--- src/rtl/dh_pkg.sv ---
package dh_pkg;
  typedef enum logic [2:0] {
    ST_IDLE,
    ST_RDA,
    ST_RDB,
    ST_ACC,
    ST_SCAN,
    ST_HOLD
  } dh_state_e;
endpackage

--- src/rtl/dh_bin_map.sv ---
module dh_bin_map #(
  parameter int TOA_W = 16,
  parameter int SHIFT = 2,
  parameter int BINS  = 32,
  localparam int BIN_W = $clog2(BINS)
) (
  input  logic [TOA_W-1:0] toa_lo,
  input  logic [TOA_W-1:0] toa_hi,
  output logic [BIN_W-1:0] bin,
  output logic             hit
);
  localparam logic [TOA_W-1:0] BINS_T = TOA_W'(BINS);
  logic [TOA_W-1:0] diff;
  logic [TOA_W-1:0] scaled;

  always_comb begin
    diff   = toa_hi - toa_lo;
    scaled = diff >> SHIFT;
    hit    = scaled < BINS_T;
    bin    = scaled[BIN_W-1:0];
  end
endmodule

--- src/rtl/dh_hist_bank.sv ---
module dh_hist_bank #(
  parameter int BINS  = 32,
  parameter int CNT_W = 8,
  localparam int BIN_W = $clog2(BINS)
) (
  input  logic             clk,
  input  logic             rst_n,
  input  logic             clr,
  input  logic             inc,
  input  logic [BIN_W-1:0] inc_bin,
  input  logic [BIN_W-1:0] rd_bin,
  output logic [CNT_W-1:0] rd_cnt
);
  localparam logic [CNT_W-1:0] CNT_MAX = '1;
  logic [CNT_W-1:0] cnt [BINS];

  for (genvar g = 0; g < BINS; g++) begin : g_bin
    always_ff @(posedge clk or negedge rst_n) begin
      if (!rst_n)
        cnt[g] <= '0;
      else if (clr)
        cnt[g] <= '0;
      else if (inc && inc_bin == BIN_W'(g) && cnt[g] != CNT_MAX)
        cnt[g] <= cnt[g] + 1'b1;
    end

    // counts only grow between clears
    p_mono_r3: assert property (@(posedge clk) disable iff (!rst_n)
      !clr |=> (cnt[g] >= $past(cnt[g])));
    // a full bin stays full
    p_sat_r8: assert property (@(posedge clk) disable iff (!rst_n)
      (cnt[g] == CNT_MAX && !clr) |=> (cnt[g] == CNT_MAX));
  end

  assign rd_cnt = cnt[rd_bin];
endmodule

--- src/rtl/dh_period_finder.sv ---
module dh_period_finder #(
  parameter int TOA_W = 16,
  parameter int N_MAX = 64,
  parameter int LVL_W = 4,
  parameter int BINS  = 32,
  parameter int SHIFT = 2,
  parameter int CNT_W = 8,
  localparam int IDX_W  = $clog2(N_MAX),
  localparam int NCNT_W = IDX_W + 1,
  localparam int BIN_W  = $clog2(BINS)
) (
  input  logic              clk,
  input  logic              rst_n,
  input  logic              start,
  input  logic              cont,
  input  logic              brk,
  input  logic [NCNT_W-1:0] pulse_cnt,
  input  logic [LVL_W-1:0]  max_lvl,
  input  logic [CNT_W-1:0]  thresh,
  output logic [IDX_W-1:0]  rd_addr,
  input  logic [TOA_W-1:0]  rd_toa,
  input  logic              rd_skip,
  output logic [TOA_W-1:0]  period,
  output logic              found,
  output logic              done
);
  import dh_pkg::*;

  dh_state_e         state_q;
  logic [LVL_W-1:0]  lvl_q, maxl_q;
  logic [NCNT_W-1:0] i_q, n_q;
  logic [CNT_W-1:0]  thr_q;
  logic [TOA_W-1:0]  toa_a;
  logic              skip_a;
  logic [BIN_W-1:0]  scan_j;
  logic [TOA_W-1:0]  period_q;
  logic              found_q, done_q;

  logic [BIN_W-1:0]  map_bin;
  logic              map_hit;
  logic              bank_clr, bank_inc;
  logic [CNT_W-1:0]  scan_cnt;
  logic              lvl_last, nx_has_pairs, more_pairs;
  logic [LVL_W-1:0]  lvl_nx;

  dh_bin_map #(.TOA_W(TOA_W), .SHIFT(SHIFT), .BINS(BINS)) u_map (
    .toa_lo(toa_a), .toa_hi(rd_toa), .bin(map_bin), .hit(map_hit)
  );

  assign bank_clr = (state_q == ST_IDLE) && start && (max_lvl != '0);
  assign bank_inc = (state_q == ST_ACC) && map_hit && !skip_a && !rd_skip;

  dh_hist_bank #(.BINS(BINS), .CNT_W(CNT_W)) u_bank (
    .clk(clk), .rst_n(rst_n), .clr(bank_clr), .inc(bank_inc),
    .inc_bin(map_bin), .rd_bin(scan_j), .rd_cnt(scan_cnt)
  );

  assign rd_addr = IDX_W'((state_q == ST_RDB) ? int'(i_q) + int'(lvl_q) : int'(i_q));

  always_comb begin
    lvl_last     = (lvl_q == maxl_q);
    lvl_nx       = lvl_q + 1'b1;
    nx_has_pairs = int'(lvl_nx) < int'(n_q);
    more_pairs   = (int'(i_q) + 1 + int'(lvl_q)) < int'(n_q);
  end

  always_ff @(posedge clk or negedge rst_n) begin
    if (!rst_n) begin
      state_q <= ST_IDLE;
      lvl_q <= '0; maxl_q <= '0; i_q <= '0; n_q <= '0;
      thr_q <= '0; toa_a <= '0; skip_a <= 1'b0; scan_j <= '0;
      period_q <= '0; found_q <= 1'b0; done_q <= 1'b0;
    end else begin
      case (state_q)
        ST_IDLE: if (start) begin
          n_q <= pulse_cnt; maxl_q <= max_lvl; found_q <= 1'b0;
          if (max_lvl == '0) begin
            done_q <= 1'b1;
          end else begin
            done_q <= 1'b0; lvl_q <= LVL_W'(1); i_q <= '0;
            scan_j <= '0; thr_q <= thresh;
            state_q <= (1 < int'(pulse_cnt)) ? ST_RDA : ST_SCAN;
          end
        end
        ST_RDA: state_q <= ST_RDB;
        ST_RDB: begin
          toa_a <= rd_toa; skip_a <= rd_skip; state_q <= ST_ACC;
        end
        ST_ACC: begin
          i_q <= i_q + 1'b1;
          if (more_pairs) state_q <= ST_RDA;
          else begin
            scan_j <= '0; thr_q <= thresh; state_q <= ST_SCAN;
          end
        end
        ST_SCAN: begin
          if (scan_cnt > thr_q) begin
            found_q  <= 1'b1;
            period_q <= TOA_W'(scan_j) << SHIFT;
            state_q  <= ST_HOLD;
          end else if (int'(scan_j) == BINS - 1) begin
            if (lvl_last) begin
              done_q <= 1'b1; state_q <= ST_IDLE;
            end else begin
              lvl_q <= lvl_nx; i_q <= '0; scan_j <= '0; thr_q <= thresh;
              state_q <= nx_has_pairs ? ST_RDA : ST_SCAN;
            end
          end else begin
            scan_j <= scan_j + 1'b1;
          end
        end
        ST_HOLD: begin
          if (brk) begin
            found_q <= 1'b0; done_q <= 1'b1; state_q <= ST_IDLE;
          end else if (cont) begin
            found_q <= 1'b0;
            if (lvl_last) begin
              done_q <= 1'b1; state_q <= ST_IDLE;
            end else begin
              lvl_q <= lvl_nx; i_q <= '0; scan_j <= '0; thr_q <= thresh;
              state_q <= nx_has_pairs ? ST_RDA : ST_SCAN;
            end
          end
        end
        default: state_q <= ST_IDLE;
      endcase
    end
  end

  assign period = period_q;
  assign found  = found_q;
  assign done   = done_q;

  // a held period is only visible in the hold state
  p_found_hold_r6: assert property (@(posedge clk) disable iff (!rst_n)
    found |-> (state_q == ST_HOLD));
  // with no command the hold persists and the period is steady
  p_hold_wait_r6: assert property (@(posedge clk) disable iff (!rst_n)
    (state_q == ST_HOLD && !cont && !brk) |=> (found && $stable(period)));
  // done is only shown while idle
  p_done_idle_r5: assert property (@(posedge clk) disable iff (!rst_n)
    done |-> (state_q == ST_IDLE));
  // reads never pass the stored pulse count
  p_addr_range_r2: assert property (@(posedge clk) disable iff (!rst_n)
    (state_q == ST_RDA || state_q == ST_RDB) |-> (int'(rd_addr) < int'(n_q)));
  // a reported period lies inside the histogram span
  p_period_span_r4: assert property (@(posedge clk) disable iff (!rst_n)
    found |-> (int'(period) < (BINS << SHIFT)));
  // a start during a hold does not leave the hold
  p_busy_start_r9: assert property (@(posedge clk) disable iff (!rst_n)
    (state_q == ST_HOLD && start && !cont && !brk) |=> (state_q == ST_HOLD));
endmodule

--- config.mk ---
export PLATFORM = sky130hd
export DESIGN_NAME = dh_period_finder
export DESIGN_NICKNAME = d
export VERILOG_FILES = /design/src/rtl/dh_pkg.sv /design/src/rtl/dh_bin_map.sv /design/src/rtl/dh_hist_bank.sv /design/src/rtl/dh_period_finder.sv
export SDC_FILE = /design/constraint.sdc
export NUM_CORES = 1
export LEC_CHECK = 0
export ABC_CLOCK_PERIOD_IN_PS = 4870
export BUFFER_PORTS_ARGS = -buffer_cell sky130_fd_sc_hd__buf_4
export CAP_MARGIN = 15
export CORE_ASPECT_RATIO = 1.1
export CORE_MARGIN = 1.5
export CORE_UTILIZATION = 35
export DETAILED_ROUTE_END_ITERATION = 8
export SETUP_SLACK_MARGIN = 0.1
export SYNTH_ARGS = -nofsm -noshare
export SYNTH_HDL_FRONTEND = slang
export SYNTH_SLANG_ARGS = --single-unit
export TNS_END_PERCENT = 10
--- constraint.sdc ---
create_clock -name clk -period 4.87 [get_ports clk]
set_input_delay 0.487 -clock clk [delete_from_list [all_inputs] [get_ports clk]]
set_output_delay 0.487 -clock clk [all_outputs]
set_load 0.01 [all_outputs]
# Word level (Yosys, flattened, before mapping)
# Index checks and enable logic that the tools add are counted.
# totals
out_inout_bits	24
ram_bits	0
latch_bits	0
mem_count	0
romBits	0
reg_bits	318
# op_classes
div	0
n_bitwise	1
eq_ne	80
order_cmp	6
multipliers	0
reduce_logical	118
shift	0
add_sub_neg	39
muxes	126
# ops
cell	n
$mux 8	74
$add 8x1->8 const B	32
$ne 8x8->1 const B	32
$eq 5x5->1 const B	16
$logic_and 1x1->1	69
$reduce_bool 2->1	32
$mux 7	7
$bmux 8 s5	1
$eq 5x4->1 const B	8
$mux 5	8
$pmux 8 s4	1
$mux 3	10
$mux 4	7
$pmux 7 s4	1
$reduce_and 7->1	3
$eq 5x3->1 const B	4
$pmux 5 s4	1
$pmux 3 s6	1
$ne 2x2->1 const B	8
$sub 16x16->16	1
$lt 14x6->1 const B	1
$pmux 4 s3	1
$mux 1	11
$eq 5x1->1 const B	2
other kinds (30)	39

# Longest topological paths before layout
# depth
depth_word	9
ltp_mapped	21
ltp_nobuf	18

# Modules after synthesis
# A second synthesis with hierarchy kept.
# hier_totals
cells_unflattened	1973
hier_area_um2	19965.4
# modules_own_cells
module	area_each_um2	instances	cells_each	seq_area_each_um2
dh_hist_bank	15384.8	1	1504	6406.1
dh_period_finder	3764.9	1	352	1551.5
dh_bin_map	815.8	1	117	0.0

# Worst setup path before layout
# OpenSTA, ideal clock, no wires.
# synth_timing
kind	reg-to-reg
from	register scan_j[0]
to	register thr_q[0]
t_arrival_ps	4306
slack_ps	439
required_ps	4745
path_stages_with_launch	20
synth_period_minus_slack_ps	4431
n_path_buf	4
cell_sequence	dfrtp_1 -> clkbuf_1 -> buf_1 -> clkbuf_1 -> mux2i_1 -> o21ai_0 -> nand2_1 -> nand2_1 -> o221ai_1 -> o21ai_0 -> ha_1 -> a21oi_1 -> nor2b_1 -> o21ai_0 -> nand2b_1 -> o22ai_1 -> a21oi_1 -> clkbuf_1 -> nor2_1 -> mux2_2
# synth_via
elab_chain_len	7
word_cells_on_any_way	9
cone_classes	order compare: 1; eq/ne: 3; mux: 3; bitwise: 1; reduce/logical: 1
# synth_lines
item	line_no	text
from (decl)	dh_period_finder.sv:35	logic [BIN_W-1:0] scan_j;
from (signal assigned)	dh_period_finder.sv:109	scan_j <= scan_j + 1'b1;
$not 5->6 (not written as such)	dh_hist_bank.sv:35	assign rd_cnt = cnt[rd_bin];
$bmux 8 s5	dh_hist_bank.sv:35	
$mux 8 (not written as such) (2 in a row)	dh_hist_bank.sv:35	
$gt 8x8->1	dh_period_finder.sv:97	if (scan_cnt > thr_q) begin
$ne 2x2->1 (no line)	-	
$reduce_and 8->1 (no line) (*)	-	
to (signal assigned)	dh_period_finder.sv:93	scan_j <= '0; thr_q <= thresh; state_q <= ST_SCAN;
to (signal assigned)	dh_period_finder.sv:105	lvl_q <= lvl_nx; i_q <= '0; scan_j <= '0; thr_q <= thresh;
to (signal assigned)	dh_period_finder.sv:120	lvl_q <= lvl_nx; i_q <= '0; scan_j <= '0; thr_q <= thresh;
to (decl)	dh_period_finder.sv:32	logic [CNT_W-1:0] thr_q;
# Mark *: on every way between the ends. The rest lies on a longest branch, timed or not. The select of a mux whose other input is x is not followed.
# A chain may end at the register's enable or synchronous reset.

# Worst setup path in the final report
# layout_timing
from	register scan_j[0]
to	register scan_j[2]
# layout_via
elab_chain_len	7
word_cells_on_any_way	12
cone_classes	add/sub: 1; order compare: 1; eq/ne: 2; mux: 6; bitwise: 1; reduce/logical: 1
# layout_lines
item	line_no
$not 5->6 (not written as such)	dh_hist_bank.sv:35
$bmux 8 s5	dh_hist_bank.sv:35
$mux 8 (not written as such) (2 in a row)	dh_hist_bank.sv:35
$gt 8x8->1	dh_period_finder.sv:97
$ne 2x2->1 (no line)	-
$reduce_and 7->1 (no line)	-
# Several ways; a longest one is shown, not always the timed one. The select of a mux whose other input is x is not followed.

==> reports/metrics.cfg <==
[timing]
hold_violations = 0
slew_violations = 0
fin_crit_ns = 4.36
fin_skew_ns = 0.0141
grt_setup_unrepaired = no
slew_headroom = 0.236
setup_tns_ns = 0
fmax_mhz = 229
finalWorstSetupSlack_ns = 0.505
period_share = 0.896
worstMarginPinSlew_ns = 1.14
setup_viol = 0

[synth]
syn_area_mm2 = 0.0206
yosys.cell_count.top_type = dfrtp_1
synth_top_area_share = 0.387
synth_edf_count = 0
synthTopCellsByArea = dfrtp_1, xor2_1, nand3_1
ys.flop_type = dfrtp_1
synth_top_cell_by_area = dfrtp_1
ys_seq_area_frac = 0.387
yosys_warnings = 0
avgSynthCellArea_um2 = 8.97
ys_seq_elements = 318
ys_types = 72
synthArstFlopShare = 1.00
synthTopCellsByCount = dfrtp_1, nor2_1, nand2_1
syn-instance-count = 2292

[placement]
hpwl_um = 45500
port_buffers = 53
pre_cts_slack_ns = 0.575
routabilityCongestion = 0.943
place_area_mm2 = 0.0221

[global_routing]
grt_pass1_wl_um = 99800
antenna_found_initial = 0
grt_pass1_vias = 17528
track_usage = 0.210
grt_max_degree = 113
grt_overflow = 0

[cts]
cts_made_buffers = 39
clk_path_buf_depth = 3
htree_levels = 2
cts_root_buf = clkbuf_16
ctsResizeCount = 0
clk_latency_ns = 0.56
cts_tree = built
cts.sinks = 318
clk_pin_slew_ns = 0.06
post_cts_buffers = 0
ctsHoldBuffers = 1

[floorplanning]
die_x_um = 234
die-area_mm2 = 0.0602
floorplan.initialDensity = 0.353
io_pins = 65
fp.dieH_um = 257
rows = 93
design.core.area_mm2 = 0.0583

[hold_path]
holdPathStages = 3
min_path_type = input port to register

[routing]
drc_errors = 2
drt-initial-drc-count = 1786
wirelength_um = 63200
vias = 17981
drt_pass1_iterations = 8
via_per_inst = 5.74
ant_nets = 0
wl_per_cell_um = 20.2

[cells_and_area]
syn_to_final_growth_pct = 13.6
regArea_mm2 = 0.00796
design_area_mm2 = 0.0233
antenna_cells = 0
fillers = 5742
drive_above_1_share = 0.118
fin_nets = 2463
final_util = 0.401
multi_input_area_mm2 = 0.0118

[pwr]
ir_worst_vdd_mv = 0.340
p_leak_nw = 9.99
power_mw = 10.7
powerDensity_mw_per_mm2 = 458

[status]
outcome = finished, violations left
violations = DRC

[setup_path]
critPathLaunchType = register
endpoint_kind = register
worstPathRequired_ns = 5.31
worstSetupPathType = register to register
critPathArrivalTime_ns = 4.81
worstRegToRegCells = 16
critical_path.max_fanout = 26

[flow_run]
cap_violations = 0

## logic make-up (layout without fill, tap and decap cells)
kind of cell               after synthesis  after routing  synth area share
other                                    1             11          0.000182
muxes                                  141            141            0.0893
xor gates and xnor gates               156            156            0.0665
buffers and inverters                  198            270            0.0416
adders and majority gates               74             74            0.0458
AOI/OAI and AO/OA                      403            403             0.117
and+or+nand+nor                       1001           1001             0.252
DFF                                    318            318             0.387
## worst max-delay path: stages (launching register included)
cell,delay [ns]
dfrtp_4,0.77
buf_12,0.26
mux4_2,0.56
o22ai_1,0.18
a21oi_1,0.10
nand2_1,0.11
o21ai_0,0.10
ha_1,0.32
nor2b_1,0.14
o21a_1,0.15
o21ai_0,0.15
a21oi_1,0.09
o22ai_1,0.24
buf_4,0.22
a21oi_1,0.09
or3_1,0.38
a221o_1,0.36
## where the power goes
group | internal [mW] | switching [mW] | total [mW]
logic | 1.48 | 3.28 | 4.77
registers | 2.84 | 0.174 | 3.01
clock network | 1.75 | 1.17 | 2.92
## area by class of cell
cell class	instances	share of cell area
multi-input cells	1786	0.507
flip-flops and latches	318	0.341
clock buffers	62	0.0503
repair buffers	133	0.0467
well taps	760	0.0407
inverters	70	0.0113
clock inverters	5	0.00338
## final timing paths
kind / from / end / slack, ns
min reg2reg: skip_a / skip_a / 0.49
max reg2reg: scan_j[0] / scan_j[2] / 0.51
min in group asynchronous: rst_n / skip_a / 0.51
min: rd_toa[0] / toa_a[0] / 0.13
max in group asynchronous: rst_n / u_bank.cnt[226] / 3.22
max: scan_j[0] / scan_j[2] / 0.51
## sequential cells by signal, indices dropped and copies added, names as in the netlist
register    count
skip_a          1
found           1
maxl_q          4
thr_q           8
state_q         3
scan_j          5
u_bank.cnt    256
toa_a          16
done            1
i_q             7
n_q             7
period          5
lvl_q           4
## per-layer routing
layer | vias up | part of all wire | track usage
met1 | 8897 | 0.43 | 0.277
met5 | - | 0 | 0
met3 | 142 | 0.057 | 0.0280
li1 | 8363 | - | -
met4 | 0 | 0.035 | 0.0803
met2 | 579 | 0.48 | 0.348
## per-stage QoR
step	hold slack [ns]	std cells
floorplan	0.191	2302
global placement	0.461	3065
detailed placement	0.473	3066
CTS	0.0996	3134
global route	0.116	3134
finish	0.130	3134
## layout by cell type (no fill, tap or decap), types with 9 or more instances in the layout
master       n
a21oi_1    128
nand3_1    187
o31ai_1     19
nor3_1      34
a21o_1      11
dfrtp_1    317
ha_1        72
xor2_1     134
and3_1      79
or4_1       25
o221ai_1    24
nor2_1     249
or2_2        9
mux2i_1     89
or3_1       54
clkbuf_1    14
nand2_1    206
o21ai_0    135
o22ai_1     12
and2_1      15
clkbuf_16   41
mux4_2      32
a31oi_1     17
nor4_1      13
nor4_4      10
inv_1       70
mux2_2      20
conb_1      11
o211ai_1    15
buf_4      124
nand2b_1     9
nand4_1     63
nor2b_1     11
xnor2_1     21
(Power assumes the default switching activity.)
